--- config.mk ---
export PLATFORM = sky130hd
export DESIGN_NAME = i2c_burst_rd
export DESIGN_NICKNAME = d
export VERILOG_FILES = /design/src/rtl/i2cbr_pkg.sv /design/src/rtl/i2cbr_fifo.sv /design/src/rtl/i2cbr_seq.sv /design/src/rtl/i2c_burst_rd.sv
export SDC_FILE = /design/constraint.sdc
export NUM_CORES = 1
export LEC_CHECK = 0
export BUFFER_PORTS_ARGS = -buffer_cell sky130_fd_sc_hd__buf_2
export CAP_MARGIN = 20
export CELL_PAD_IN_SITES_DETAIL_PLACEMENT = 0
export CELL_PAD_IN_SITES_GLOBAL_PLACEMENT = 1
export CORE_MARGIN = 8
export CORE_UTILIZATION = 59
export CTS_CLUSTER_DIAMETER = 150
export DETAILED_ROUTE_END_ITERATION = 8
export PLACE_DENSITY_LB_ADDON = 0.12
export SYNTH_ARGS = -nofsm -noshare
export SYNTH_HDL_FRONTEND = slang
export SYNTH_HIERARCHICAL = 1
export SYNTH_SLANG_ARGS = --single-unit
--- constraint.sdc ---
create_clock -name clk -period 6.5 [get_ports clk]
set_input_delay 1.95 -clock clk [delete_from_list [all_inputs] [get_ports clk]]
set_output_delay 1.95 -clock clk [all_outputs]
set_load 0.01 [all_outputs]
--- src/rtl/i2cbr_pkg.sv ---
package i2cbr_pkg;
   localparam int CTL_W    = 8;
   localparam int CNT_W    = 7;
   localparam int BYTE_W   = 8;
   localparam int SLOT_W   = 4;
   localparam logic [SLOT_W-1:0] SLOT_ACK = 4'd8;
   localparam logic [SLOT_W-1:0] SLOT_LSB = 4'd7;

   // Field layout of the control write: the flag sits above the count.
   typedef struct packed {
      logic             nack_last;
      logic [CNT_W-1:0] count;
   } ctl_t;
endpackage

--- src/rtl/i2cbr_fifo.sv ---
module i2cbr_fifo #(
   parameter int DW    = 8,
   parameter int DEPTH = 64,
   localparam int AW   = $clog2(DEPTH)
) (
   input  logic          clk,
   input  logic          rst_n,
   input  logic          push,
   input  logic [DW-1:0] push_data,
   input  logic          pop,
   output logic [DW-1:0] pop_data,
   output logic          empty,
   output logic          full,
   output logic [AW:0]   level
);
   generate
      if ((DEPTH < 2) || ((DEPTH & (DEPTH - 1)) != 0)) begin : g_bad_depth
         $error("i2cbr_fifo: DEPTH must be a power of two of at least 2");
      end
   endgenerate

   logic [DW-1:0] mem [DEPTH];
   logic [AW:0]   wr_ptr, rd_ptr;
   logic          do_pop;

   assign level  = wr_ptr - rd_ptr;
   assign empty  = (wr_ptr == rd_ptr);
   assign full   = (level == (AW+1)'(DEPTH));
   assign do_pop = pop && !empty;

   generate
      if (DEPTH == 2) begin : g_tiny
         assign pop_data = empty ? '0 : mem[rd_ptr[0]];
      end else begin : g_wide
         assign pop_data = empty ? '0 : mem[rd_ptr[AW-1:0]];
      end
   endgenerate

   always_ff @(posedge clk) begin
      if (push && !full) mem[wr_ptr[AW-1:0]] <= push_data;
   end

   always_ff @(posedge clk or negedge rst_n) begin
      if (!rst_n) begin
         wr_ptr <= '0;
         rd_ptr <= '0;
      end else begin
         if (push && !full) wr_ptr <= wr_ptr + 1'b1;
         if (do_pop)        rd_ptr <= rd_ptr + 1'b1;
      end
   end

   // the launch rule must keep pushes away from a full FIFO
   p_no_overflow_r11: assert property (@(posedge clk) disable iff (!rst_n)
      push |-> !full);
   // popping an empty FIFO leaves the read pointer alone
   p_empty_pop_hold_r10: assert property (@(posedge clk) disable iff (!rst_n)
      (pop && empty) |=> $stable(rd_ptr));
endmodule

--- src/rtl/i2cbr_seq.sv ---
module i2cbr_seq
   import i2cbr_pkg::*;
#(
   parameter int DEPTH = 64,
   localparam int AW   = $clog2(DEPTH)
) (
   input  logic              clk,
   input  logic              rst_n,
   input  logic              ctl_we,
   input  logic [CTL_W-1:0]  ctl_wdata,
   input  logic [AW:0]       free_cnt,
   input  logic              irq_en,
   input  logic              done_clr,
   input  logic              bit_strobe,
   input  logic              sda_in,
   output logic              push,
   output logic [BYTE_W-1:0] push_data,
   output logic              busy,
   output logic              sda_pull_low,
   output logic              rd_done,
   output logic              irq
);
   ctl_t              ctl;
   logic [CNT_W-1:0]  left;
   logic [SLOT_W-1:0] slot;
   logic [BYTE_W-2:0] shreg;
   logic              nack_r;
   logic              launch;
   logic              last_byte;
   logic              finish;

   assign ctl       = ctl_t'(ctl_wdata);
   assign launch    = ctl_we && !busy && (ctl.count != '0)
                      && (32'(ctl.count) <= 32'(free_cnt));
   assign last_byte = (left == CNT_W'(1));
   assign finish    = busy && bit_strobe && (slot == SLOT_ACK) && last_byte;

   assign push         = busy && bit_strobe && (slot == SLOT_LSB);
   assign push_data    = {shreg, sda_in};
   assign sda_pull_low = busy && (slot == SLOT_ACK) && !(nack_r && last_byte);
   assign irq          = rd_done && irq_en;

   always_ff @(posedge clk or negedge rst_n) begin
      if (!rst_n) begin
         busy    <= 1'b0;
         left    <= '0;
         slot    <= '0;
         shreg   <= '0;
         nack_r  <= 1'b0;
         rd_done <= 1'b0;
      end else begin
         if (done_clr) rd_done <= 1'b0;
         if (launch) begin
            busy    <= 1'b1;
            left    <= ctl.count;
            nack_r  <= ctl.nack_last;
            slot    <= '0;
            rd_done <= 1'b0;
         end else if (busy && bit_strobe) begin
            if (slot == SLOT_ACK) begin
               slot <= '0;
               left <= left - 1'b1;
               if (last_byte) begin
                  busy    <= 1'b0;
                  rd_done <= 1'b1;
               end
            end else begin
               slot  <= slot + 1'b1;
               shreg <= {shreg[BYTE_W-3:0], sda_in};
            end
         end
      end
   end

   // control writes during a burst leave the final-byte answer alone
   p_busy_ignore_r8: assert property (@(posedge clk) disable iff (!rst_n)
      (busy && ctl_we && !finish) |=> ($stable(nack_r) && busy));
   // a zero count starts nothing
   p_zero_ignored_r6: assert property (@(posedge clk) disable iff (!rst_n)
      (ctl_we && !busy && ctl.count == '0) |=> !busy);
   // a count beyond the free space starts nothing
   p_over_free_r7: assert property (@(posedge clk) disable iff (!rst_n)
      (ctl_we && !busy && 32'(ctl.count) > 32'(free_cnt)) |=> !busy);
   // done only rises at the end of a running burst
   p_done_from_burst_r5: assert property (@(posedge clk) disable iff (!rst_n)
      $rose(rd_done) |-> ($past(busy) && !busy));
   // no SDA drive outside a burst
   p_idle_release_r3: assert property (@(posedge clk) disable iff (!rst_n)
      !busy |-> !sda_pull_low);
endmodule

--- src/rtl/i2c_burst_rd.sv ---
module i2c_burst_rd
   import i2cbr_pkg::*;
#(
   parameter int DEPTH = 64,
   localparam int AW   = $clog2(DEPTH)
) (
   input  logic              clk,
   input  logic              rst_n,
   input  logic              ctl_we,
   input  logic [CTL_W-1:0]  ctl_wdata,
   input  logic              irq_en,
   input  logic              done_clr,
   input  logic              pop,
   output logic [BYTE_W-1:0] pop_data,
   output logic              rx_empty,
   input  logic              bit_strobe,
   input  logic              sda_in,
   output logic              clk_req,
   output logic              sda_pull_low,
   output logic              rd_done,
   output logic              irq
);
   generate
      if (DEPTH > (1 << CNT_W) - 1) begin : g_bad_depth
         $error("i2c_burst_rd: DEPTH exceeds what the count field can request");
      end
   endgenerate

   logic              push;
   logic [BYTE_W-1:0] push_data;
   logic              full;
   logic [AW:0]       level;
   logic [AW:0]       free_cnt;

   assign free_cnt = (AW+1)'(DEPTH) - level;

   i2cbr_fifo #(.DW(BYTE_W), .DEPTH(DEPTH)) u_fifo (
      .clk       (clk),
      .rst_n     (rst_n),
      .push      (push),
      .push_data (push_data),
      .pop       (pop),
      .pop_data  (pop_data),
      .empty     (rx_empty),
      .full      (full),
      .level     (level)
   );

   i2cbr_seq #(.DEPTH(DEPTH)) u_seq (
      .clk          (clk),
      .rst_n        (rst_n),
      .ctl_we       (ctl_we),
      .ctl_wdata    (ctl_wdata),
      .free_cnt     (free_cnt),
      .irq_en       (irq_en),
      .done_clr     (done_clr),
      .bit_strobe   (bit_strobe),
      .sda_in       (sda_in),
      .push         (push),
      .push_data    (push_data),
      .busy         (clk_req),
      .sda_pull_low (sda_pull_low),
      .rd_done      (rd_done),
      .irq          (irq)
   );

   // a full FIFO never coexists with an active burst start
   p_full_blocks_r11: assert property (@(posedge clk) disable iff (!rst_n)
      (full && !clk_req && ctl_we) |=> !clk_req);
endmodule

# After elaboration in Yosys (flattened, before gate mapping)
# Memories as Yosys holds them, arrays and structs flattened.
# Cells that the tools add are included.
dict set report op_classes {
  addsub 6
  n_mul 0
  div_mod_pow 0
  n_lt_le_gt_ge 1
  eq_ne 5
  n_shift 0
  n_mux 18
  bitwise 2
  reduce_logical 22
}
# operator count
set op_table {}
lappend op_table {{$mux 7} 3}
lappend op_table {{$add 7x1->7 const B} 2}
lappend op_table {{$mux 4} 3}
lappend op_table {{$logic_and 1x1->1} 11}
lappend op_table {{$mux 1} 11}
lappend op_table {{$mux 8} 1}
lappend op_table {{$eq 7x1->1 const B} 1}
lappend op_table {{$eq 7x7->1} 1}
lappend op_table {{$eq 7x7->1 const B} 1}
lappend op_table {{$le 7x7->1} 1}
lappend op_table {{$reduce_bool 7->1} 1}
lappend op_table {{$sub 7x1->7 const B} 1}
lappend op_table {{$sub 7x7->7} 1}
lappend op_table {{$sub 7x7->7 const A} 1}
lappend op_table {{$reduce_and 3->1} 2}
lappend op_table {{$reduce_bool 2->1} 3}
lappend op_table {{$add 4x1->4 const B} 1}
lappend op_table {{$eq 4x3->1 const B} 1}
lappend op_table {{$eq 4x4->1 const B} 1}
lappend op_table {{$logic_not 1->1} 4}
lappend op_table {{$not 1->1} 2}
lappend op_table {{$reduce_and 2->1} 1}
dict set report totals {
  reg_bits 35
  latchBits 0
  ram_bits 512
  rom_bits 0
  input_bits 16
  output_inout_bits 13
  word_cells 63
  mem_count 1
}
# memory depth word_bits read_ports rd_clocked_by_memory_dff wr line_no
set memory_table {}
lappend memory_table {u_fifo.mem 64 8 1 0 1 i2cbr_fifo.sv:22} ;# logic [DW-1:0] mem [DEPTH];

# Longest topological paths before layout
dict set report depth {
  ltp_word 6
  mapped_depth 20
}

# By module
# The synthesis kept the hierarchy.
# mod n_inst cells_each area_per_inst_um2 seq_area_each_um2
set by_module_without_submodules {}
lappend by_module_without_submodules {i2cbr_fifo 1 1068 20828.7 15725.1}
lappend by_module_without_submodules {i2cbr_seq 1 148 1300.0 525.5}
lappend by_module_without_submodules {i2c_burst_rd 1 14 101.3 0.0}

# Least setup slack after synthesis
# OpenSTA, ideal clock, no wires.
dict set report synth_path {
  path_kind {reg2out}
  start {register u_fifo.rd_ptr[4]}
  end {output port pop_data[1]}
  arrival_time_ns 2.936
  required_ns 4.550
  setup_slack_ns 1.614
  path_stages_with_launch 13
  path_cell_list {dfrtp_1 clkbuf_1 inv_1 clkbuf_1 buf_1 ha_1 inv_1 nor4_1 nand2b_1 clkbuf_1 or3_1 a31oi_1 a22o_1}
}
dict set report synth_via {
  elab_chain_cells 2
  word_cells_on_any_way 3
  classes_between {1 x eq/ne; 1 x mux; 1 x memory}
}
# item line_no
set synth_lines {}
lappend synth_lines {{from (decl)} i2cbr_fifo.sv:23} ;# logic [AW:0] wr_ptr, rd_ptr;
lappend synth_lines {{from (signal assigned)} i2cbr_fifo.sv:49} ;# if (do_pop) rd_ptr <= rd_ptr + 1'b1;
lappend synth_lines {{$eq 7x7->1} i2cbr_fifo.sv:27} ;# assign empty = (wr_ptr == rd_ptr);
lappend synth_lines {{named net rx_empty} i2c_burst_rd.sv:15} ;# output logic rx_empty,
lappend synth_lines {{$mux 8} i2cbr_fifo.sv:35} ;# assign pop_data = empty ? '0 : mem[rd_ptr[AW-1:0]];
lappend synth_lines {{to (decl)} i2c_burst_rd.sv:14} ;# output logic [BYTE_W-1:0] pop_data,
# The timed path passes the listed nets, and every way through them passes these cells.

# Final worst setup path
dict set report layout_path {
  start {register u_fifo.rd_ptr[4]}
  end {output port pop_data[2]}
}
dict set report layout_via {
  elab_chain_cells 2
  word_cells_on_any_way 3
  classes_between {1 x eq/ne; 1 x mux; 1 x memory}
}
# item line_no
set layout_lines {}
lappend layout_lines {{$mem_v2 64x8 / $eq 7x7->1 (equally long branches)} -}
lappend layout_lines {{$mux 8 *} i2cbr_fifo.sv:35}
# Mark *: on every way between the ends. The rest lies on a longest branch, timed or not.

==> run_results.csv <==
group,metric,value,unit
run_status,outcome,"finished clean",
worst_setup_path,crit_start,"u_fifo/rd_ptr[4]",
worst_setup_path,arrival,3.71,ns
worst_setup_path,max_stage_delay,0.86,ns
worst_setup_path,start_kind,"flip-flop",
clock_network,post_cts_buffers,0,
worst_setup_path,crit_family,"simple AND/OR/NAND/NOR gates",
synth,yosysWarnings,6,
run,drv_cap,0,
worst_hold_path,hold_start,"u_seq/shreg[5]",
power_and_ir_drop,powerDensity,438,nW/um^2
floorplan,die_h,210,um
route,vias_per_cell,6.31,
power_and_ir_drop,ir_drop,0.000484,V
sta,hold_viol,0,
synth,syn-instance-count,1230,
synth,synth_compound_area_share,4.43,%
floorplan,die_w,210,um
finish,layout_commonest_cell,"edfxtp_1",
sta,finalSetupTns,0,ns
worst_setup_path,worst_setup_path_end_kind,"output pin",
sta,slew_headroom,33.5,%
synth,synth_flop_cell,"edfxtp_1",
global_route,grt_overflow,0,
route,drtPass1Iterations,5,
synth,synth-adder-area-share,1.22,%
finish,layout-drive-gt1-share,21.6,%
global_route,grt_pass1_vias,11521,
worst_setup_path,path_class,"flip-flop to output pin",
clock_network,cts_resized,0,
worst_setup_path,path_max_fanout,21,
sta,setup_ws,0.838,ns
worst_setup_path,cpMaxStageDelayCell,"dfrtp_1",
route,totalWireLength,49400,um
worst_setup_path,crit_top_cell,"inv_1",
sta,rsz0062_at_grt,"no",
worst_setup_path,cp.required,4.55,ns
clock_network,root_buffer,"clkbuf_16",
route,drc,0,
synth,synth.area.mux_share,13.0,%
global_route,grt_max_degree,118,
synth,synth_seq_cells,547,
finish,diodes,0,
finish,nNetsFinal,1331,
global_route,grt_pass1_wl,73700,um
placed_design,port_buffers,28,
finish,stdcell_area,24800,um^2
worst_hold_path,hold_path.class,"flip-flop to flip-flop",
clock_network,cts_tree,"done",
synth,synth_edf_count,512,
worst_setup_path,crit_chain,"inv_1 -> ha_1 -> inv_1 -> nor4_1 -> nand2b_1 -> or3_1 -> a31oi_1 -> a22o_1 -> buf_2",
sta,fmax,177,MHz
synth,synth_top_area_share,69.2,%
synth,ys_seq_area_share,73.1,%
clock_network,clkTransAtPathRegs,0.06,ns
power_and_ir_drop,power,10.9,mW
clock_network,clk_latency,0.59,ns
finish,area_growth,11.8,%
sta,drv_slew,0,
power_and_ir_drop,p_leak,8.22,nW
synth,syn_avg_cell_area,18.1,um^2
route,drtIter0Drc,1136,
clock_network,cts_hold_buf,0,
floorplan,initial_core_util,59.4,%
synth,synth-async-reset-ratio,6.40,%
synth,syn-num-nets,1267,
sta,period_minus_slack,5.66,ns
synth,synth_top_family_by_area,"multiplexers",
global_route,gr-usage-all-layers,22.5,%
synth,synthTopCellsByArea,"edfxtp_1 (69%), mux4_2 (11%), dfrtp_1 (3.9%), nand2_1 (1.4%), nor2_1 (1.4%)",
sta,setup_viol,0,
clock_network,htree_levels,2,
synth,synth_simple_gate_area_share,5.58,%
clock_network,cts_sinks,547,
floorplan,die_area,44100,um^2
floorplan,core.rowCount,71,
sta,worstMarginPinSlew,0.996,ns
placed_design,place_congestion,0.834,
sta,fin_worst_skew,0.0300,ns
worst_setup_path,cp_num_buf_inv,3,
floorplan,pin_count,29,
route,final_antenna_net_count,0,
synth,synth_xor_area_share,1.02,%
sta,fin_crit_sh,87.1,%
synth,yosysUniqueCellTypes,65,
clock_network,cts_buffers,53,
global_route,antenna_found_initial,0,
placed_design,dpl.hpwl,30000,um
clock_network,clockBufferDepth,3,
route,routedWlPerCell,26.8,um
finish,final_cell_mix,"edfxtp_1 (512), mux4_2 (113), nand2_1 (85), nor2_1 (84), clkbuf_16 (54)",
placed_design,dpl-instance-area,23100,um^2
synth,synthesis.area,22200,um^2
placed_design,post-place-ws,1.44,ns
worst_setup_path,r2r_start,"u_fifo/rd_ptr[0]",
floorplan,coreArea,37400,um^2
synth,yosysTopAreaCell,"edfxtp_1",
route,num_vias,11634,
-- Yosys cell counts (16+ instances only) --
cell / n
ha_1: 20
mux2i_1: 31
clkbuf_1: 25
edfxtp_1: 512
nor3_1: 28
o221ai_1: 16
inv_1: 28
nor2_1: 85
nand3_1: 24
o21ai_0: 16
xnor2_1: 18
nand2_1: 85
mux4_2: 113
dfrtp_1: 35
o22ai_1: 17
buf_2: 18
a21oi_1: 20
-- worst register-to-register path, delay by kind of cell, from the launching register on --
family                   cells  cell delay [ns]
AO/OA/AOI/OAI                7             1.63
XOR/XNOR                     2             0.30
adder cells (fa/ha/maj)      3             1.00
buffers and inverters        4             0.44
flip-flops                   1             0.86
AND/OR/NAND/NOR              1             0.40
-- layout make-up --
cell class	instances	area (um^2)
inverter	28	105
clock buffer	58	1370
tap	511	639
fill	2540	12600
clock inverter	37	367
sequential	547	16300
multi-input combinational	598	5640
timing repair buffer	66	463
-- flip-flops by register name, summed over array words and instances, names as in the netlist --
register	flops
u_fifo/mem	512
u_seq/rd_done	1
u_seq/slot	4
u_seq/shreg	7
u_seq/busy	1
u_seq/left	7
u_fifo/wr_ptr	7
u_fifo/rd_ptr	7
u_seq/nack_r	1
-- cell families (layout without fill, tap and decap cells) --
kind of cell               Yosys count  in the layout
muxes                              147            147
AOI/OAI and AO/OA                  134            134
and+or+nand+nor                    270            270
adders and majority gates           21             21
buffers and inverters               85            189
DFF                                547            547
xor gates and xnor gates            26             26
-- stage by stage --
| step | hold slack (ns) | instances | utilization (%) |
|---|---|---|---|
| after global routing | 0.521 | 1845 | 66.4 |
| final | 0.488 | 1845 | 66.4 |
| after global placement | 0.473 | 1749 | 61.8 |
| after detailed placement | 0.471 | 1749 | 61.8 |
| after floorplan | 0.461 | 1230 | - |
| after CTS | 0.488 | 1844 | 66.4 |
-- final timing paths --
check                                        end  slack (ns)  cells past startpoint
worst max-delay path                 pop_data[2]        0.84                      9
worst min-delay path              u_seq/shreg[6]        0.49                      2
worst max register to register     u_seq/left[4]        1.72                     17
worst min register to register    u_seq/shreg[6]        0.49                      2
max in group asynchronous       u_fifo/rd_ptr[1]        4.37                      1
min in group asynchronous          u_seq/left[6]        1.48                      1
-- report_power, final --
group	internal [mW]	switching [mW]	leakage [nW]
registers	4.25	0.206	5.09
logic	1.33	2.04	2.29
clock network	1.79	1.26	0.839
-- routing by layer --
metal	GRT usage (%)	up-vias	routed length [um]
li1	-	5063	-
met1	31.7	6027	20600
met2	36.2	457	23900
met3	4.14	87	3620
met4	6.46	0	1180
met5	0	-	0
No activity file was read; power rests on OpenSTA's default activity.
